--- config.mk ---
export PLATFORM = sky130hd
export DESIGN_NAME = lru_way_picker
export DESIGN_NICKNAME = d
export VERILOG_FILES = /design/src/rtl/lru_way_picker.sv
export SDC_FILE = /design/constraint.sdc
export NUM_CORES = 1
export LEC_CHECK = 0
export BUFFER_PORTS_ARGS = -buffer_cell sky130_fd_sc_hd__buf_2
export CAP_MARGIN = 40
export CORE_MARGIN = 2
export CORE_UTILIZATION = 40
export DETAILED_ROUTE_END_ITERATION = 10
export PLACE_DENSITY = 0.56
export SYNTH_ARGS = -nofsm -noshare
export SYNTH_HDL_FRONTEND = slang
export SYNTH_SLANG_ARGS = --single-unit
--- constraint.sdc ---
create_clock -name clk -period 10.1 [get_ports clk]
set_clock_uncertainty 0.15 [all_clocks]
set_input_delay 2.02 -clock clk [delete_from_list [all_inputs] [get_ports clk]]
set_output_delay 2.02 -clock clk [all_outputs]
set_load 0.005 [all_outputs]
--- src/rtl/lru_way_picker.sv ---
module lru_way_picker #(
  parameter int SETS = 8,
  localparam int IW = (SETS > 1) ? $clog2(SETS) : 1
) (
  input  logic          clk,
  input  logic          rst,
  input  logic          lookup,
  input  logic [IW-1:0] set_idx,
  input  logic [1:0]    touch_way,
  input  logic          is_data,
  input  logic [1:0]    mode_in,
  output logic [1:0]    victim
);

  logic [1:0] age_q [SETS][4];
  logic [1:0] mode_q;
  logic [3:0] allow;
  logic [SETS*8-1:0] age_flat;

  always_ff @(posedge clk) begin
    if (rst) begin
      mode_q <= 2'd0;
      for (int s = 0; s < SETS; s++)
        for (int w = 0; w < 4; w++)
          age_q[s][w] <= 2'(3 - w);
    end else if (lookup) begin
      for (int w = 0; w < 4; w++)
        if (w == int'(touch_way))
          age_q[set_idx][w] <= 2'd0;
        else if (age_q[set_idx][w] < age_q[set_idx][touch_way])
          age_q[set_idx][w] <= age_q[set_idx][w] + 2'd1;
    end else begin
      mode_q <= (mode_in == 2'd3) ? 2'd0 : mode_in;
    end
  end

  always_comb begin
    case (mode_q)
      2'd1:    allow = is_data ? 4'b1100 : 4'b0011;
      2'd2:    allow = is_data ? 4'b1000 : 4'b0111;
      default: allow = 4'b1111;
    endcase
  end

  always_comb begin
    logic       found;
    logic [1:0] best_age;
    found    = 1'b0;
    best_age = 2'd0;
    victim   = 2'd0;
    for (int w = 0; w < 4; w++)
      if (allow[w] && (!found || age_q[set_idx][w] > best_age)) begin
        found    = 1'b1;
        best_age = age_q[set_idx][w];
        victim   = 2'(w);
      end
  end

  for (genvar s = 0; s < SETS; s++) begin : g_flat
    for (genvar w = 0; w < 4; w++) begin : g_way
      assign age_flat[s*8 + w*2 +: 2] = age_q[s][w];
    end
  end

endmodule


Word level (Yosys, flattened, before mapping):

Memories as Yosys holds them, arrays and structs flattened.
Cells that the tools add are included.

* register bits after elaboration: 2
* latch bits: 0
* memory bits (writable): 64
* memory bits (read-only): 0
* input bits: 11
* output and inout port bits: 2
* logic and storage cells: 97
* memories kept: 1

Memories
* age_q: words 8, width 8, rd ports 1, clocked after memory_dff 0, write ports 8, RTL line 15 `logic [1:0] age_q [SETS][4];`

* $add $sub $neg: 4
* multiply operators: 0
* div/mod/pow operators: 0
* magnitude comparators: 8
* equal/unequal tests: 6
* shift operators: 0
* multiplexer cells: 61
* bitwise operators: 5
* reduce and logical (&&, ||, !) cells: 11

Operators with widths (count)
* $mux W1: 42
* $mux W2: 12
* $mux W4: 3
* $add A2 B1 Y2 const B: 4
* $lt A2 B2 Y1: 4
* $mux W8: 1
* $pmux W4 S2: 1
* $reduce_or A8 Y1: 1
* $gt A2 B2 Y1: 3
* $bmux W2 S2: 1
* $eq A2 B2 Y1 const A: 2
* $eq A2 B2 Y1 const B: 2
* $or A1 B1 Y1: 4
* $ge A3 B3 Y1 const B: 1
* $logic_and A1 B1 Y1: 3
* $logic_not A1 Y1: 3
* $logic_or A1 B1 Y1: 3
* $mux W3: 1
* $not A2 Y3: 1
* $eq A1 B2 Y1 const A: 1
* $eq A2 B1 Y1 const B: 1
* $logic_not A2 Y1: 1

Logic depth before layout (Yosys ltp):

Gate-level depths: netlist (run 1).

* depth in word-level cells: 15
* depth in mapped cells: 23

Worst setup path after synthesis (run 1):

OpenSTA, ideal clock, no wires.

* path type: input to output
* start: in set_idx[0]
* end: out victim[0]
* arrival: 6501 ps
* path slack: 1429 ps
* cell stages on the path: 22
* path buffers: 2
* path through: buf_6 > buf_4 > mux4_2 > mux2i_2 > inv_1 > o21ai_0 > ha_1 > nor2b_1 > o21ai_0 > nor2_1 > a211o_1 > ha_1 > nand2_1 > o21ai_0 > o21ai_0 > mux2_2 > ha_1 > nor2b_1 > a2bb2oi_1 > a22o_1 > a22oi_1 > o31ai_1

* cells in the longest elaborated chain, start to end: 14

RTL lines
* start: declaration: RTL line 8 `input logic [IW-1:0] set_idx,`
* $mem_v2 Z8 W8 *
* $mux W2: RTL line 52 `if (allow[w] && (!found || age_q[set_idx][w] > best_age)) begin`
* $gt A2 B2 Y1: RTL line 52
* $logic_or A1 B1 Y1: RTL line 52
* $logic_and A1 B1 Y1: RTL line 52
* $mux W2 / $mux W1 (equally long branches): RTL line 52
* $gt A2 B2 Y1 / $logic_not A1 Y1 (equally long branches): RTL line 52
* $logic_or A1 B1 Y1: RTL line 52
* $logic_and A1 B1 Y1: RTL line 52
* $mux W2 / $mux W1 (equally long branches): RTL line 52
* $gt A2 B2 Y1 / $logic_not A1 Y1 (equally long branches): RTL line 52
* $logic_or A1 B1 Y1: RTL line 52
* $logic_and A1 B1 Y1: RTL line 52
* $mux W2 *: RTL line 52
* end: declaration: RTL line 12 `output logic [1:0] victim`

Mark *: on every way between the ends. The rest lies on a longest branch, timed or not.

Final worst setup path (run 1):

Ends and elaborated chain as after synthesis.

==> results of run 1 <==
-- power breakdown --
group | switching, W | total, W | internal, W
combinational | 0.0000885 | 0.000136 | 0.0000474
clock | 0.000105 | 0.000242 | 0.000137
sequential | 0.00000248 | 0.000311 | 0.000308
-- critical path, delay by kind of cell --
family | cells | cell delay, ps
AO/OA/AOI/OAI | 9 | 2020
multiplexers | 3 | 1310
adder cells (fa/ha/maj) | 3 | 870
buffers and inverters | 3 | 590
AND/OR/NAND/NOR | 4 | 450
-- state kept, by name, indices dropped and copies added (netlist names) --
register and count:
mode_q 2, age_q 64
-- path summary, 6_finish.rpt --
path | slack, ps | depth (start not counted) | end
hold / removal | 390 | 2 | mode_q[1]
setup / recovery | 650 | 22 | victim[0]
setup reg to reg | 6300 | 11 | age_q[2][4]
hold reg to reg | 390 | 2 | mode_q[1]
-- cell families after synthesis --
group	Yosys count	synth area share
AO/OA/AOI/OAI	118	0.200
XOR/XNOR	1	0.00202
adder cells (fa/ha/maj)	12	0.0347
buffers and inverters	33	0.0358
flip-flops	66	0.453
multiplexers	38	0.118
AND/OR/NAND/NOR	143	0.156
-- cells in the mapped netlist, drive strengths merged --
cell type,n,share of area
a21boi,1,0.0017
nor3,24,0.028
nor2b,6,0.0087
a31o,1,0.0020
o22ai,3,0.0058
o2bb2ai,1,0.0035
o21a,3,0.0052
o22a,1,0.0020
o211ai,1,0.0017
mux4,9,0.047
dfxtp,2,0.0092
a31oi,2,0.0043
a22o,1,0.0020
xnor2,1,0.0020
nand3,4,0.0046
or3,3,0.0043
a2bb2oi,3,0.010
or4,1,0.0017
nand3b,5,0.0087
mux2,9,0.024
o21ai,23,0.027
a311o,1,0.0023
a21o,8,0.014
a41oi,1,0.0038
o311ai,1,0.0020
nand2b,8,0.012
and2,4,0.0058
a211oi,3,0.0075
mux2i,20,0.047
nor2,41,0.036
ha,12,0.035
inv,10,0.0087
a22oi,2,0.0035
edfxtp,64,0.44
a2111oi,1,0.0035
a221oi,2,0.0040
a21oi,32,0.038
and3,2,0.0040
or2,4,0.0064
nor3b,2,0.0035
o31ai,26,0.054
clkbuf,12,0.010
nand2,39,0.034
a211o,1,0.0020
buf,11,0.017
-- final cells by class --
cell class                 count  area, µm²
timing repair buffer          21        123
clock buffer                  10        128
tap                          136        170
multi-input combinational    312       2210
inverter                      10       37.5
clock inverter                 6       81.3
fill                         993       5700
sequential                    66       1960
-- layer usage --
metal | part of all wire | global-route usage | vias to the layer above
met5 | 0 | 0 | -
met4 | 0.021 | 0.0733 | 0
met3 | 0.055 | 0.0470 | 26
met2 | 0.50 | 0.381 | 105
met1 | 0.42 | 0.282 | 1685
li1 | - | - | 1586
-- stage by stage --
| stage | area (µm²) | std cells | total power [W] | util |
|---|---|---|---|---|
| floorplan | 4330 | 411 | 0.000414 | - |
| global placement | 4470 | 540 | 0.000448 | 0.429 |
| detailed placement | 4500 | 545 | 0.000451 | 0.432 |
| CTS | 4710 | 561 | 0.000688 | 0.452 |
| global route | 4710 | 561 | 0.000719 | 0.452 |
| finish | 4710 | 561 | 0.000689 | 0.452 |
==> reports/summary.md, run 1 <==
The most numerous cell type found on the critical path is sky130_fd_sc_hd__o21ai_0. Setup repair after global routing left no endpoint under its margin. Counting every instance in the synthesized netlist gives 411.

Final worst-path cycle share: 0.935. The count of hold-fix buffers inserted at cts is 0, and the aggregate negative setup slack is 0 ps. The tools report the endpoint class of the critical path as a primary output. The per-cell via count in the routed design was 6.06. A synthesized cell averages 10.5 µm².

In this run the worst setup path begins at set_idx[0]. The run gives 0.453 as the sequential element share of the synthesized area. The HPWL after detailed placement is 8680 µm. The tools report the starting DRC count in detailed routing as 177. The number of CTS-inserted buffers is 9. The fmax is 106 MHz. The repair_antennas step left the layout with diodes totalling 0. The tools report the final-report max-slew violation count as 0.

The longest individual stage delay on the worst path was 570 ps. Distinct cell type count of the synthesized netlist: 60. The total standard cell area after synthesis is 0.00433 mm². The clock tree synthesis step divided the H-tree into 3 levels.

The detail route stage leaves a number of antenna-violating nets equal to 0. The logs give 0.427 for the worst relative slew slack and 0 for the total congestion overflow. The fraction of layout instances using a drive strength above 1 was 0.184; the number of antenna violations at the first check in global routing was 0. Signed area change from the synthesized netlist to the final layout: 8.87%.

The path type of the worst min-delay path is register to register. Across the VDD grid, the largest voltage drop is 79.6 µV. Walking the worst path, the cells encountered are buf_2, mux4_2, mux2i_2, inv_1, o21ai_0, ha_1, nor2b_1, o21ai_0, nor3_1, a211oi_1, ha_1, nand2_1, o21ai_0, o21ai_0, mux2_2, ha_1, nor2b_1, a2bb2oi_1, a22o_1, a22oi_1, o31ai_1, buf_2. Setup violations remaining at the end of the flow were counted as 0. Clock-pin slew was measured on the worst setup and hold paths at 70 ps.

Subtracting the final worst setup slack from the clock period gives 9450 ps. The slowest stage of the critical path is the sky130_fd_sc_hd__mux4_2 cell. The first global-routing pass estimated 19300 µm of wire. For this design the static power due to leakage is 1.55 nW.

The power per standard cell area works out to 146 mW/mm². Along the worst path, the maximum fanout reaches 13. For the worst-skew pair, the clock arrives at the later sink with an insertion delay of 360 ps.

The total die area is 0.0117 mm², and the number of violations of the max-capacitance limit is 0. The Yosys warning count is 0, and the global-route usage over all layers is 0.223. For the final number of hold-violating endpoints, the log shows 0.

Clock tree synthesis found a total of 66 sinks. The post-synthesis sequential element count works out to 66. Counting every net in the synthesized netlist gives 434.

The library cell used most frequently in the layout, excluding fill and tap cells, is sky130_fd_sc_hd__edfxtp_1. Entering global routing, the biggest net connects 37 pins. The via count is 3402, and the DRC violation count after routing is 0. The via count of the first global-routing pass was 3418; the final net count was 443. The transition time of the tightest slew-check pin was 853 ps. The class of the most critical setup path is input pin to primary output.

The first TritonRoute pass finished after 4 iterations. The hold slack was 388 ps. Setup slack on the critical path of the routed design comes to 653 ps. Leaving out fill and tap cells, the most frequent cells in the layout are sky130_fd_sc_hd__edfxtp_1 (64), sky130_fd_sc_hd__nor2_1 (41), sky130_fd_sc_hd__nand2_1 (39). The worst setup path is launched from an input pin.

The number of primary I/O pins is 13, and the critical path data arrival time is 7280 ps. The die span in x was 108 µm; the floorplan die height was 108 µm. The aggregate routed wire length came out at 12000 µm. The tools report the placement row count as 37. The number of setup buffers added after CTS is 0, and the number of buffer cells added on primary ports is 12. The flow ran to the end, and the final reports show no timing, DRC or antenna violations. STA puts the critical path data required time at 7930 ps. The maximum buffer depth of the clock tree came out at 2. Cell at the root of the clock tree: sky130_fd_sc_hd__clkbuf_8. After detailed routing, the average wire length per cell comes to 21.4 µm. After clock tree synthesis, the repair step resized 0 gates. The core region is 0.0104 mm².

The startpoint identified for the worst register-to-register timing path is age_q[0][3]. The tools report the placer congestion estimate as 0.810. TritonCTS built the clock tree. In this run the most critical hold path is launched from mode_q[1]. Prior to clock tree synthesis, the placed netlist has a worst setup slack of 713 ps. The starting utilization of the core area is 0.416.
Power figures use the tool's default switching activity.
==> run 2: changes to the inputs <==
- CORE_ASPECT_RATIO: not set -> 1.1
- SLEW_MARGIN: not set -> 15
- clock period: 10.1 -> 11.73 ns (I/O delays scaled with it)
==> run 2 against run 1 <==
Non-clock buffer count is 3 lower. Via count is 2.8% lower. Combinational power is 15% lower. Sequential power is 14% lower. First-iteration DRC count is 1.7% higher. Flip-flop and latch count stayed put. Clock power is 5% higher. Register-to-register slack better by 1800 ps. Routed wire length is 4.8% lower. Clock-buffer cell count is 2 higher. Critical path type unchanged. Critical endpoint unchanged. Largest cell class unchanged.
==> reports/summary.md, run 2 (same netlist as run 1, synthesis figures left out) <==
The tools report the total congestion overflow as 0. The run gives 0 as the final number of hold-violating endpoints. The tools report the endpoint class of the critical path as a primary output. The analysis attributes to net switching a power of 0.000167 W. The number of gates resized after CTS was 0. The hold slack came out at 381 ps. In the layout the commonest cells are sky130_fd_sc_hd__edfxtp_1 (64), sky130_fd_sc_hd__nor2_1 (41), sky130_fd_sc_hd__nand2_1 (39). The tools report the type of element launching the critical path as an input pin. The run gives 9 as the number of CTS-inserted buffers. The fraction of layout instances using a drive strength above 1 is 0.171, and the number of primary I/O pins is 13. The run finished with clean final reports. age_q holds more flip-flops than any other register. The via count is 3307. The number of buffer cells added on primary ports is 12. The number of flip-flops in the largest register was 64; the clock sink count was 66.

The worst setup path is of the input pin to primary output kind. The sequential fraction of design power is 0.421. In the final layout, the registers with the most flip-flops are age_q: 64 flops, mode_q: 2 flops.

The final worst-path cycle share came out at 0.860. The number of detailed-route iterations in the first pass is 5, and the power per standard cell area is 134 mW/mm². The critical path data arrival time was 7590 ps; the placed wire-length estimate was 8260 µm. The signal on the critical path passes through buf_2, mux4_2, mux2i_2, inv_1, o21ai_0, ha_1, nor2b_1, o21ai_0, nor3_1, a211oi_1, ha_1, nand2_1, o21ai_0, o21ai_0, mux2_2, ha_1, nor2b_1, a2bb2oi_1, a22o_1, a22oi_1, o31ai_1, buf_2. For the total die area, the log shows 0.0117 mm².

The cell at the root of the clock tree was sky130_fd_sc_hd__clkbuf_16. The run gives 0.830 as the placer congestion estimate. The number of antenna violations at the first check in global routing was 0. The number of violations of the max-capacitance limit is 0, and the number of cells in the design after placement is 549.

Internal power comes to 0.000469 W. Together, buffers and inverters on the worst path number 3. The core footprint is 0.0104 mm². The switching fraction of total power came out at 0.263.

The path class of the tightest hold or removal check is register to register. TritonCTS built the clock tree. For the number of H-tree branching levels, the log shows 3. The tools report the clock latency on the worst-skew pair as 330 ps. The die is 103 µm wide. For the final routed database, the setup TNS stands at 0 ps. After routing the design area is 0.00477 mm². The aggregate routed wire length was 11400 µm. The smallest clock period supported by the final layout is computed as 10090 ps. Entering global routing, the biggest net connects 37 pins.

On the critical path the largest part of the delay comes from compound AO/OA/AOI/OAI gates. The run gives 1680 ps as the setup slack after placement. Buffers added to address setup during post-CTS repair amount to 0. The DRC violation count after routing came out at 0. Counting stages on the worst path, the most repeated cell is sky130_fd_sc_hd__o21ai_0.

The average wire per standard cell works out to 20.2 µm. The global-route usage over all layers is 0.210, and the maximum fanout count along the critical path is 15. The data required time of the critical path was 9230 ps. The first global-routing pass estimated 17900 µm of wire. For the via count of the first global-routing pass, the log shows 3240. In this run the worst setup path begins at set_idx[0]. The repair_antennas step left the layout with diodes totalling 0.

The transition time of the tightest slew-check pin works out to 927 ps. In this run the critical register-to-register path is launched from age_q[0][3]. In this run the most critical hold path is launched from mode_q[1]. The logs give 0 for the number of failing setup endpoints in the final timing report and 2 for the maximum buffer depth of the clock tree. In the routed layout, each cell is associated on average with a via count of 5.85. Once detail routing completed, the nets flagged for antenna violations numbered 0. For this design the static power due to leakage is 1.56 nW.

Setup repair after global routing left no endpoint under its margin. Derived from the worst setup path, the maximum achievable clock frequency is 99.1 MHz. Final-report max-slew violation count: 0. Setup slack closes at 1640 ps.

The worst relative slew slack was 0.380; the placement row count was 39. The floorplan die height was 113 µm; the final net count was 440. Clock share of power: 0.398. The library cell used most frequently in the layout, excluding fill and tap cells, is sky130_fd_sc_hd__edfxtp_1. Combinational power share: 0.181. Summing all placed instances gives a cell area of 0.00449 mm². After the flow finishes, the layout carries non-filler instances totaling 565.

Master of the slowest instance on the critical path: sky130_fd_sc_hd__mux4_2. The longest individual stage delay on the worst path was 560 ps. The signed area change from the synthesized netlist to the final layout was 10.1%. The clock transition at the registers of the reported paths is 50 ps, and the starting utilization of the core area is 0.415. In this run, post-CTS hold repair placed 0 buffers. The worst ir drop on vdd was 69.3 µV. The starting DRC count in detailed routing was 180.
run 2: worst paths after layout:
kind / end / slack [ps] / cells after the start
worst max register to register: age_q[4][5] / 8050 / 9
worst max-delay path: victim[0] / 1640 / 22
worst min-delay path: mode_q[1] / 380 / 2
worst min register to register: mode_q[1] / 380 / 2
run 2: through the flow:
stage	total power [W]	util
6_report	0.000637	0.457
5_1_grt	0.000661	0.457
4_1_cts	0.000638	0.457
3_5_place_dp	0.000387	0.430
3_3_place_gp	0.000384	0.428
2_1_floorplan	0.000357	-
run 2: power by group through the flow:
stage	registers (W)	clock network (W)	logic [W]
4_1_cts	0.000268	0.000255	0.000114
5_1_grt	0.000269	0.000266	0.000126
3_5_place_dp	0.000273	0	0.000114
6_report	0.000268	0.000253	0.000115
3_3_place_gp	0.000273	0	0.000111
2_1_floorplan	0.000272	0	0.0000846
run 2: worst reg2reg max path, stage by stage, from the launching register on:
cell and delay, ps:
sky130_fd_sc_hd__edfxtp_1 320, sky130_fd_sc_hd__nor3b_1 170, sky130_fd_sc_hd__a31oi_1 70, sky130_fd_sc_hd__o22ai_1 440, sky130_fd_sc_hd__inv_1 150, sky130_fd_sc_hd__mux4_2 560, sky130_fd_sc_hd__ha_1 330, sky130_fd_sc_hd__or3_1 370
sky130_fd_sc_hd__nor3_1 660, sky130_fd_sc_hd__o31ai_1 190
run 2: layout make-up:
cell class / instances / area [µm²]
Sequential cell: 66 / 1960
Timing Repair Buffer: 18 / 97.6
Tap cell: 143 / 179
Clock inverter: 4 / 42.5
Inverter: 10 / 37.5
Clock buffer: 12 / 236
Multi-Input combinational cell: 312 / 2210
Fill cell: 1015 / 5680
run 2: layer usage:
metal | vias to the layer above | global-route usage | part of all wire
met5 | - | 0 | 0
met4 | 0 | 0.0798 | 0.026
met3 | 23 | 0.0364 | 0.055
met2 | 120 | 0.345 | 0.50
met1 | 1579 | 0.276 | 0.42
li1 | 1585 | - | -
==> run 3: changes to the inputs <==
- CORE_UTILIZATION: 40 -> 35
- PLACE_DENSITY: 0.56 -> 0.51
==> run 3 against run 2 <==
Via count grew 1.5%. Combinational power is essentially flat. Maximum frequency grew 0.81%. Routed wire length rose by 9.2%. Clock power shrank 6%. Power is 2.0% lower. Sequential power hardly changed. First-iteration DRC count rose by 38%. Hold slack gained 25 ps. Critical path type unchanged.
==> reports/summary.md, run 3 (same netlist as run 1, synthesis figures left out) <==
The flow ran to the end, and the final reports show no timing, DRC or antenna violations. In the routed design, unresolved DRC markers number 0. The count of nets left with antenna violations once routing finished came out at 0.

The final worst-path cycle share is 0.853. The total congestion overflow came out at 0. The internal cell power came out at 0.000448 W. Summed over all nets, the switching power comes to 0.000176 W. Of all nets on the critical path, the largest fanout is 13. The via count of the first global-routing pass was 3309; the per-cell via count in the routed design was 5.83. For the placer congestion estimate, the log shows 0.858. The tools report the critical path data arrival time as 7510 ps.

The most frequent standard cell in the layout excluding fill and tap cells was sky130_fd_sc_hd__edfxtp_1. The die covers 0.0133 mm². Data required time of the critical path: 9230 ps. The tool flagged a number of max-cap violations equal to 0.

The number of antenna violations at the first check in global routing was 0; the core footprint was 0.0120 mm². Setup slack after placement: 1700 ps. The logs give 1720 ps for the worst setup margin and 13 for the number of primary I/O pins. TritonCTS built the clock tree.

The endpoint class of the critical path was a primary output. The run gives 249 as the starting DRC count in detailed routing. The die is 121 µm tall.

The logs give 0 for the number of gates resized after CTS and 4 for the number of detailed-route iterations in the first pass. At the later pin of the worst-skew pair, clock insertion delay measures 330 ps. The logs give 99.9 MHz for the fmax and 0 for the count of hold-fix buffers inserted at cts.

Setup repair after global routing left no endpoint under its margin. Clock-pin slew was measured on the worst setup and hold paths at 50 ps. The tools report the aggregate negative setup slack as 0 ps. The path type of the worst min-delay path was register to register.

At the end of the flow, the number of nets in the layout was 440. IR analysis of the VDD net gives a maximum drop of 57.1 µV. The placed wire-length estimate was 8870 µm. The sequential fraction of design power was 0.430.

The tools report the number of failing setup endpoints in the final timing report as 0. The floorplan has 42 rows. In this run the clock root is driven by a sky130_fd_sc_hd__clkbuf_16.

The via count is 3358. The worst path needs 10010 ps of the cycle, external delays included. Signed area change from the synthesized netlist to the final layout: 10.0%. The global-route usage over all layers is 0.199. The first global-routing pass estimated 19300 µm of wire. The power per standard cell area is 131 mW/mm². The run gives 3 as the number of H-tree branching levels. The fraction of layout instances using a drive strength above 1 works out to 0.173. The run gives 0 as the number of setup buffers added after CTS. In the layout the commonest cells are sky130_fd_sc_hd__edfxtp_1 (64), sky130_fd_sc_hd__nor2_1 (41), sky130_fd_sc_hd__nand2_1 (39).

The final-report max-slew violation count came out at 0. The logs give 0.374 for the worst relative slew slack and 9 for the number of CTS-inserted buffers. Measured along the x axis, the die boundary spans 110 µm. The tree built by TritonCTS fans out to 66 sinks. The type of element launching the critical path was an input pin. In this run the deepest clock path goes through 2 buffers. Counting flops per register, the top entry is age_q. For the pin count of the biggest net entering global routing, the log shows 37.

The transition time of the tightest slew-check pin was 931 ps. The worst setup path is of the input pin to primary output kind. The repair_antennas step left the layout with diodes totalling 0. The register with the most flip-flops in the layout has 64 of them.

In the final layout, the registers with the most flip-flops are age_q: 64 flops, mode_q: 2 flops. The final number of hold-violating endpoints came out at 0. The switching fraction of total power is 0.282.

The count of buffers added on input and output ports is 12. Clock share of power: 0.381. After detailed routing, the total wire length is 12500 µm. In the final routed layout, each cell accounts on average for 21.7 µm. The logs give 1.56 nW for the leakage power total and 0.188 for the combinational power share. The starting utilization of the core area is 0.360.
-- run 3: cell types whose count changed in the layout (fill, tap and decap cells not counted), sizes merged --
| cell | change |
|---|---|
| bufinv | -1 |
| clkinv | +1 |
-- run 3: power by group through the flow --
stage	sequential (W)	clock [W]	combinational, W
after floorplan	0.000272	0	0.0000846
after global placement	0.000273	0	0.000114
after detailed placement	0.000273	0	0.000117
after CTS	0.000268	0.000242	0.000117
after global routing	0.000269	0.000250	0.000129
final	0.000268	0.000238	0.000118
-- run 3: through the flow --
| step | hold WS, ps | instance area (µm²) | instances | util | total power [W] |
|---|---|---|---|---|---|
| floorplan | 337 | 4330 | 411 | - | 0.000357 |
| global placement | 373 | 4490 | 558 | 0.373 | 0.000388 |
| finish | 406 | 4760 | 576 | 0.396 | 0.000624 |
| CTS | 415 | 4760 | 576 | 0.396 | 0.000627 |
| detailed placement | 403 | 4510 | 560 | 0.375 | 0.000390 |
| global route | 432 | 4760 | 576 | 0.396 | 0.000648 |
-- run 3: layer usage --
| metal | part of all wire | track usage | vias to the layer above | routed length, µm |
|---|---|---|---|---|
| met1 | 0.45 | 0.275 | 1652 | 5580 |
| met4 | 0.027 | 0.0767 | 0 | 339 |
| met2 | 0.47 | 0.309 | 103 | 5850 |
| li1 | - | - | 1582 | - |
| met5 | 0 | 0 | - | 0 |
| met3 | 0.056 | 0.0345 | 21 | 704 |
-- run 3: final cells by class --
type | instances | area, µm²
inverter | 10 | 37.5
sequential | 66 | 1960
timing repair buffer | 18 | 103
tap | 154 | 193
multi-input combinational | 312 | 2210
fill | 1169 | 7270
clock buffer | 12 | 236
clock inverter | 4 | 18.8
-- run 3: critical path: stages --
cell,delay (ps)
sky130_fd_sc_hd__buf_2,330
sky130_fd_sc_hd__mux4_2,560
sky130_fd_sc_hd__mux2i_2,350
sky130_fd_sc_hd__inv_1,110
sky130_fd_sc_hd__o21ai_0,100
sky130_fd_sc_hd__ha_1,260
sky130_fd_sc_hd__nor2b_1,130
sky130_fd_sc_hd__o21ai_0,430
sky130_fd_sc_hd__nor2_1,90
sky130_fd_sc_hd__a211o_1,310
sky130_fd_sc_hd__ha_1,310
sky130_fd_sc_hd__nand2_1,60
sky130_fd_sc_hd__o21ai_0,60
sky130_fd_sc_hd__o21ai_0,400
sky130_fd_sc_hd__mux2_2,390
sky130_fd_sc_hd__ha_1,310
sky130_fd_sc_hd__nor2b_1,130
sky130_fd_sc_hd__a2bb2oi_1,140
sky130_fd_sc_hd__a22o_1,230
sky130_fd_sc_hd__a22oi_1,210
sky130_fd_sc_hd__o31ai_1,110
sky130_fd_sc_hd__buf_2,140
-- run 3: path summary, 6_finish.rpt --
kind               startpoint     endpoint  slack (ps)  cells past startpoint
setup / recovery   set_idx[0]    victim[0]        1720                     22
hold reg to reg     mode_q[1]    mode_q[1]         410                      2
setup reg to reg  age_q[0][3]  age_q[0][4]        7860                     11
hold / removal      mode_q[1]    mode_q[1]         410                      2
